[config.mk]
export PLATFORM = sky130hd
export DESIGN_NAME = ws_mac_grid
export DESIGN_NICKNAME = d
export VERILOG_FILES = /design/src/rtl/wsg_pkg.sv /design/src/rtl/wsg_delay.sv /design/src/rtl/wsg_pe.sv /design/src/rtl/wsg_colacc.sv /design/src/rtl/ws_mac_grid.sv
export SDC_FILE = /design/constraint.sdc
export NUM_CORES = 2
export LEC_CHECK = 0
export ABC_AREA = 1
export BUFFER_PORTS_ARGS = -buffer_cell sky130_fd_sc_hd__buf_2
export CORE_ASPECT_RATIO = 0.8
export CORE_MARGIN = 3
export CORE_UTILIZATION = 55
export DETAILED_ROUTE_END_ITERATION = 12
export PLACE_DENSITY = 0.71
export REMOVE_ABC_BUFFERS = 1
export SETUP_SLACK_MARGIN = 0.4
export SLEW_MARGIN = 20
export SYNTH_ARGS = -nofsm -noshare
export SYNTH_HDL_FRONTEND = slang
export SYNTH_HIERARCHICAL = 1
export SYNTH_SLANG_ARGS = --single-unit
[constraint.sdc]
create_clock -name clk -period 22.2 [get_ports clk]
set_input_delay 1.11 -clock clk [delete_from_list [all_inputs] [get_ports clk]]
set_output_delay 1.11 -clock clk [all_outputs]
set_load 0.03 [all_outputs]
[src/rtl/wsg_pkg.sv]
package wsg_pkg;

  // Control that travels alongside the data through the grid.
  typedef struct packed {
    logic valid;
    logic first;
    logic last;
  } wsg_tag_t;

  localparam int unsigned WSG_TAG_W = $bits(wsg_tag_t);

endpackage

[src/rtl/wsg_delay.sv]
module wsg_delay #(
  parameter int unsigned WIDTH = 8,
  parameter int unsigned DEPTH = 1
) (
  input  logic             clk,
  input  logic             rst_n,
  input  logic [WIDTH-1:0] d,
  output logic [WIDTH-1:0] q
);

  logic [WIDTH-1:0] stage_q [DEPTH];
  logic [WIDTH-1:0] stage_d [DEPTH];

  always_comb begin
    stage_d[0] = d;
    for (int i = 1; i < int'(DEPTH); i++) stage_d[i] = stage_q[i-1];
  end

  always_ff @(posedge clk or negedge rst_n) begin
    if (!rst_n) begin
      for (int i = 0; i < int'(DEPTH); i++) stage_q[i] <= '0;
    end else begin
      for (int i = 0; i < int'(DEPTH); i++) stage_q[i] <= stage_d[i];
    end
  end

  assign q = stage_q[DEPTH-1];

endmodule

[src/rtl/wsg_pe.sv]
module wsg_pe #(
  parameter int unsigned DW   = 8,
  parameter int unsigned ACCW = 24
) (
  input  logic                   clk,
  input  logic                   rst_n,
  input  logic                   w_we,
  input  logic signed [DW-1:0]   w_d,
  input  logic                   f_we,
  input  logic                   f_d,
  input  logic signed [DW-1:0]   act_i,
  input  logic signed [ACCW-1:0] psum_i,
  output logic signed [DW-1:0]   act_o,
  output logic signed [ACCW-1:0] psum_o
);

  localparam int unsigned PW = 2 * DW;

  logic signed [DW-1:0]   w_q, w_n;
  logic                   f_q, f_n;
  logic signed [DW-1:0]   act_q, act_n;
  logic signed [ACCW-1:0] psum_q, psum_n;
  logic signed [PW-1:0]   prod;

  always_comb begin
    w_n    = w_we ? w_d : w_q;
    f_n    = f_we ? f_d : f_q;
    prod   = w_q * act_i;
    act_n  = act_i;
    psum_n = f_q ? psum_i : psum_i + ACCW'(prod);
  end

  always_ff @(posedge clk or negedge rst_n) begin
    if (!rst_n) begin
      w_q    <= '0;
      f_q    <= 1'b0;
      act_q  <= '0;
      psum_q <= '0;
    end else begin
      w_q    <= w_n;
      f_q    <= f_n;
      act_q  <= act_n;
      psum_q <= psum_n;
    end
  end

  assign act_o  = act_q;
  assign psum_o = psum_q;

  // a weight is only replaced through its write enable
  assert_weight_hold_R2: assert property (@(posedge clk) disable iff (!rst_n)
    !w_we |=> $stable(w_q));

  // a marked element hands the partial sum on untouched
  assert_bypass_pass_R4: assert property (@(posedge clk) disable iff (!rst_n)
    f_q |=> psum_o == $past(psum_i));

endmodule

[src/rtl/wsg_colacc.sv]
module wsg_colacc
  import wsg_pkg::*;
#(
  parameter int unsigned ACCW = 24
) (
  input  logic                   clk,
  input  logic                   rst_n,
  input  wsg_tag_t               tag_i,
  input  logic signed [ACCW-1:0] sum_i,
  output logic signed [ACCW-1:0] acc_o,
  output logic                   done_o
);

  logic signed [ACCW-1:0] acc_q, acc_n;
  logic                   done_q, done_n;

  always_comb begin
    acc_n  = acc_q;
    done_n = 1'b0;
    if (tag_i.valid) begin
      acc_n  = (tag_i.first ? '0 : acc_q) + sum_i;
      done_n = tag_i.last;
    end
  end

  always_ff @(posedge clk or negedge rst_n) begin
    if (!rst_n) begin
      acc_q  <= '0;
      done_q <= 1'b0;
    end else begin
      acc_q  <= acc_n;
      done_q <= done_n;
    end
  end

  assign acc_o  = acc_q;
  assign done_o = done_q;

  // the strobe follows only a closing vector
  assert_done_cause_R7: assert property (@(posedge clk) disable iff (!rst_n)
    done_o |-> $past(tag_i.valid && tag_i.last));

  // with no vector arriving the result stays put
  assert_acc_hold_R7: assert property (@(posedge clk) disable iff (!rst_n)
    !tag_i.valid |=> $stable(acc_o));

endmodule

[src/rtl/ws_mac_grid.sv]
module ws_mac_grid
  import wsg_pkg::*;
#(
  parameter int unsigned ROWS = 4,
  parameter int unsigned COLS = 3,
  parameter int unsigned DW   = 8,
  parameter int unsigned ACCW = 24,
  localparam int unsigned RW  = (ROWS > 1) ? $clog2(ROWS) : 1
) (
  input  logic                 clk,
  input  logic                 rst_n,
  input  logic                 wl_en,
  input  logic [RW-1:0]        wl_row,
  input  logic [COLS*DW-1:0]   wl_data,
  input  logic                 fm_en,
  input  logic [RW-1:0]        fm_row,
  input  logic [COLS-1:0]      fm_bits,
  input  logic                 in_valid,
  input  logic                 in_first,
  input  logic                 in_last,
  input  logic [ROWS*DW-1:0]   in_act,
  output logic [COLS*ACCW-1:0] col_sum,
  output logic [COLS-1:0]      col_done
);

  // Reset: asserted asynchronously, released on a clock edge.
  logic rst_meta_q, rst_s_n;
  always_ff @(posedge clk or negedge rst_n) begin
    if (!rst_n) begin
      rst_meta_q <= 1'b0;
      rst_s_n    <= 1'b0;
    end else begin
      rst_meta_q <= 1'b1;
      rst_s_n    <= rst_meta_q;
    end
  end

  logic signed [DW-1:0]   act_h  [ROWS][COLS+1];
  logic signed [ACCW-1:0] psum_v [ROWS+1][COLS];
  wsg_tag_t               tag_in;
  wsg_tag_t               tag_bot;
  wsg_tag_t               tag_c  [COLS];

  assign tag_in = '{valid: in_valid, first: in_first, last: in_last};

  // Row skew: row r is delayed r cycles before it enters column 0.
  for (genvar r = 0; r < int'(ROWS); r++) begin : g_skew
    if (r == 0) begin : g_direct
      assign act_h[r][0] = in_act[r*DW +: DW];
    end else begin : g_delay
      logic [DW-1:0] skew_q;
      wsg_delay #(.WIDTH(DW), .DEPTH(r)) u_skew (
        .clk(clk), .rst_n(rst_s_n), .d(in_act[r*DW +: DW]), .q(skew_q));
      assign act_h[r][0] = skew_q;
    end
  end

  // The tag reaches the bottom of column 0 after ROWS cycles, then one more per column.
  wsg_delay #(.WIDTH(WSG_TAG_W), .DEPTH(ROWS)) u_tag_down (
    .clk(clk), .rst_n(rst_s_n), .d(tag_in), .q(tag_bot));

  for (genvar c = 0; c < int'(COLS); c++) begin : g_tag
    if (c == 0) begin : g_first
      assign tag_c[c] = tag_bot;
    end else begin : g_step
      wsg_delay #(.WIDTH(WSG_TAG_W), .DEPTH(1)) u_tag_step (
        .clk(clk), .rst_n(rst_s_n), .d(tag_c[c-1]), .q(tag_c[c]));
    end
  end

  for (genvar c = 0; c < int'(COLS); c++) begin : g_top
    assign psum_v[0][c] = '0;
  end

  for (genvar r = 0; r < int'(ROWS); r++) begin : g_row
    logic row_w_hit, row_f_hit;
    assign row_w_hit = wl_en && (wl_row == RW'(r));
    assign row_f_hit = fm_en && (fm_row == RW'(r));
    for (genvar c = 0; c < int'(COLS); c++) begin : g_col
      wsg_pe #(.DW(DW), .ACCW(ACCW)) u_pe (
        .clk   (clk),
        .rst_n (rst_s_n),
        .w_we  (row_w_hit),
        .w_d   (wl_data[c*DW +: DW]),
        .f_we  (row_f_hit),
        .f_d   (fm_bits[c]),
        .act_i (act_h[r][c]),
        .psum_i(psum_v[r][c]),
        .act_o (act_h[r][c+1]),
        .psum_o(psum_v[r+1][c]));

      // an activation advances one element to the right per clock
      assert_act_step_R3: assert property (@(posedge clk) disable iff (!rst_s_n)
        act_h[r][c+1] == $past(act_h[r][c]));
    end
  end

  for (genvar c = 0; c < int'(COLS); c++) begin : g_acc
    logic signed [ACCW-1:0] acc_w;
    wsg_colacc #(.ACCW(ACCW)) u_acc (
      .clk   (clk),
      .rst_n (rst_s_n),
      .tag_i (tag_c[c]),
      .sum_i (psum_v[ROWS][c]),
      .acc_o (acc_w),
      .done_o(col_done[c]));
    assign col_sum[c*ACCW +: ACCW] = acc_w;
  end

endmodule

==> key figures <==
Critical path
  – R2R Path Start: g_row[0].g_col[0].u_pe/act_o[2]
  – Crit path max fanout: 9
  – Kind of critical path: flip-flop to flip-flop
  – Worst Reg2Reg Path Length in Cells: 20
  – Worst Setup End Kind: flip-flop
  – CP arrival: 5.95 ns
  – Flop2flop setup slack: 16.81 ns
  – Worst reg2reg endpoint: g_row[0].g_col[1].u_pe/psum_o[23]
  – Critical path origin: g_row[0].g_col[0].u_pe/act_o[2]
  – CP required: 22.76 ns
  – Critical Path Start Type: flip-flop

Floorplan
  – I/O Pins: 145
  – # rows: 125
  – Die Area: 153,000 µm²
  – Die width: 436 µm
  – Core footprint: 146,000 µm²
  – Die H: 350 µm
  – Starting density of the core: 55.7%

Routing
  – Drt initial violations: 3,916
  – Via/cell ratio: 5.08
  – WL final: 191,000 µm
  – # DRC: 0
  – Post-DR wirelength/cell: 15.6 µm
  – ANT nets after route: 0
  – Vias: 62,300
  – Drt first pass iters: 8

Timing
  – Setup Viol. Count Final: 0
  – Max_slew headroom: 28.1%
  – Max-slew violations: 0
  – Final Critical Period: 5.39 ns
  – Hold Vio Cnt, Final: 0
  – Crit share post-route: 24.3%
  – RSZ-0062 raised after global routing: no
  – Worst slew pin tran: 1.08 ns
  – Clk_skew: 0.0266 ns
  – Fin Setup TNS: 0 ns
  – Fmax: 186 MHz

Placed design
  – IO buf count: 144
  – DP Wirelength: 161,000 µm
  – Final GP Congestion: 0.919

CTS
  – PostCTS Resize Cnt: 0
  – H-tree levels: 3
  – Post-CTS setup buffer count: 0
  – Hold buffers post-CTS: 0
  – Clock slew at reported path FFs: 0.06 ns
  – Clock root buffer: clkbuf_16
  – Clk sink count: 603
  – Clk Latency, worst-skew pair: 0.70 ns
  – Clock Path Buffers: 3
  – CTS tree: yes
  – Clock buffer count from CTS: 74

GRT
  – First-pass GRT wire length: 322,000 µm
  – Vias in the first global route: 64,000
  – Global-route congestion overflow total: 0
  – Largest net degree at the start of global routing: 164
  – Total track usage: 25.8%
  – Initial antenna violation count: 22

Logic synthesis
  – Post-synthesis instance total: 10,100
  – Ys Warns: 6
  – Avg Synthesized Cell Area: 8.05 µm²
  – Mapped Area: 81,500 µm²

Cells and area
  – Area delta synth->final: 6.60%
  – Core Util, Final: 59.4%
  – Register area: 15,100 µm²
  – Share of layout cells above drive strength 1: 5.79%
  – Fill count: 13,100
  – Final net count: 12,300
  – Multi-input logic area: 57,100 µm²

Job
  – Max-cap check violation count: 0

Run status
  – Outcome: complete, no violations

Min path
  – Min-delay worst type: input pin to asynchronous set/reset pin
## worst max-delay path: stages, from the launching register on
cell	delay, ns
dfrtp_1	0.53
nand2_1	0.24
inv_1	0.08
fa_1	0.57
inv_1	0.17
fa_1	0.64
inv_1	0.27
fa_1	0.60
inv_1	0.06
fa_1	0.55
inv_1	0.05
ha_1	0.29
ha_1	0.40
inv_1	0.09
nor3_2	0.20
and2_1	0.16
nand3_1	0.10
nand3_1	0.09
nand2_1	0.05
nand3_1	0.06
nand2_1	0.07
## final cells by class
cell class / instances / share of cell area (%)
diodes: 8 / 0.0230
clock buffers: 84 / 2.24
clock inverters: 51 / 0.780
inverters: 2316 / 10.0
multi-input cells: 7065 / 65.7
flip-flops and latches: 603 / 17.4
well taps: 1968 / 2.83
repair buffers: 160 / 0.996
## flip-flops by register name, summed over array words and instances (netlist names), 3 cells and up
signal,flops
g_row.g_col.u_pe/psum_o,288
g_acc.u_acc/acc_o,72
g_acc.u_acc/done_o,3
u_tag_down/stage_d,9
u_tag_down/q,3
g_row.g_col.u_pe/act_o,64
g_tag.g_step.u_tag_step/q,6
g_skew.g_delay.u_skew/q,24
g_row.g_col.u_pe/w_q,96
g_skew.g_delay.u_skew/stage_d,24
g_row.g_col.u_pe/f_q,12
## worst max-delay path by stage
stage / endpoint / slack, ns / depth (start not counted)
after floorplan: g_acc[0].u_acc/acc_o[0] / 4.15 / 0
after global placement: g_row[0].g_col[0].u_pe/psum_o[23] / 16.20 / 21
after detailed placement: g_row[0].g_col[0].u_pe/psum_o[23] / 16.10 / 21
after CTS: g_row[0].g_col[1].u_pe/psum_o[23] / 16.73 / 20
after global routing: g_row[0].g_col[0].u_pe/psum_o[23] / 16.46 / 20
final: g_row[0].g_col[1].u_pe/psum_o[23] / 16.81 / 20
## placed cells by master (no fill, tap or decap), drive strengths merged, types with 14 or more instances in the layout
cell	count
clkinv	35
or2	54
ha	717
inv	2311
nor2	528
and2	22
dfrtp	603
o21ai	287
nand4	79
nor3	26
nand2	2887
fa	1251
conb	129
xnor2	50
o211ai	14
xor2	29
a21oi	294
nand3	486
o21bai	15
clkbuf	84
buf	160
nand3b	85
mux2	84
## metal layers
metal | vias up | wire length (µm) | part of all wire, % | track usage, %
met4 | 0 | 3790 | 2.0 | 5.11
met3 | 222 | 11700 | 6.1 | 4.38
met1 | 30300 | 90100 | 47 | 37.7
met2 | 1480 | 85700 | 45 | 41.0
li1 | 30300 | - | - | -
met5 | - | 0 | 0 | 0
## stage by stage
stage | instance area (µm²) | std cells | hold slack, ns | setup WS (ns)
final | 86900 | 12300 | 0.204 | 16.81
after global routing | 86900 | 12300 | 0.159 | 16.46
after CTS | 86900 | 12200 | 0.149 | 16.73
after detailed placement | 84200 | 12100 | 0.335 | 16.10
after global placement | 84200 | 12100 | 0.332 | 16.20
after floorplan | 80900 | 9984 | 0.331 | 4.15
Power is left out: the tool's default activity adds up to more than one toggle a clock period on the data nets, which glitch-free logic cannot reach.
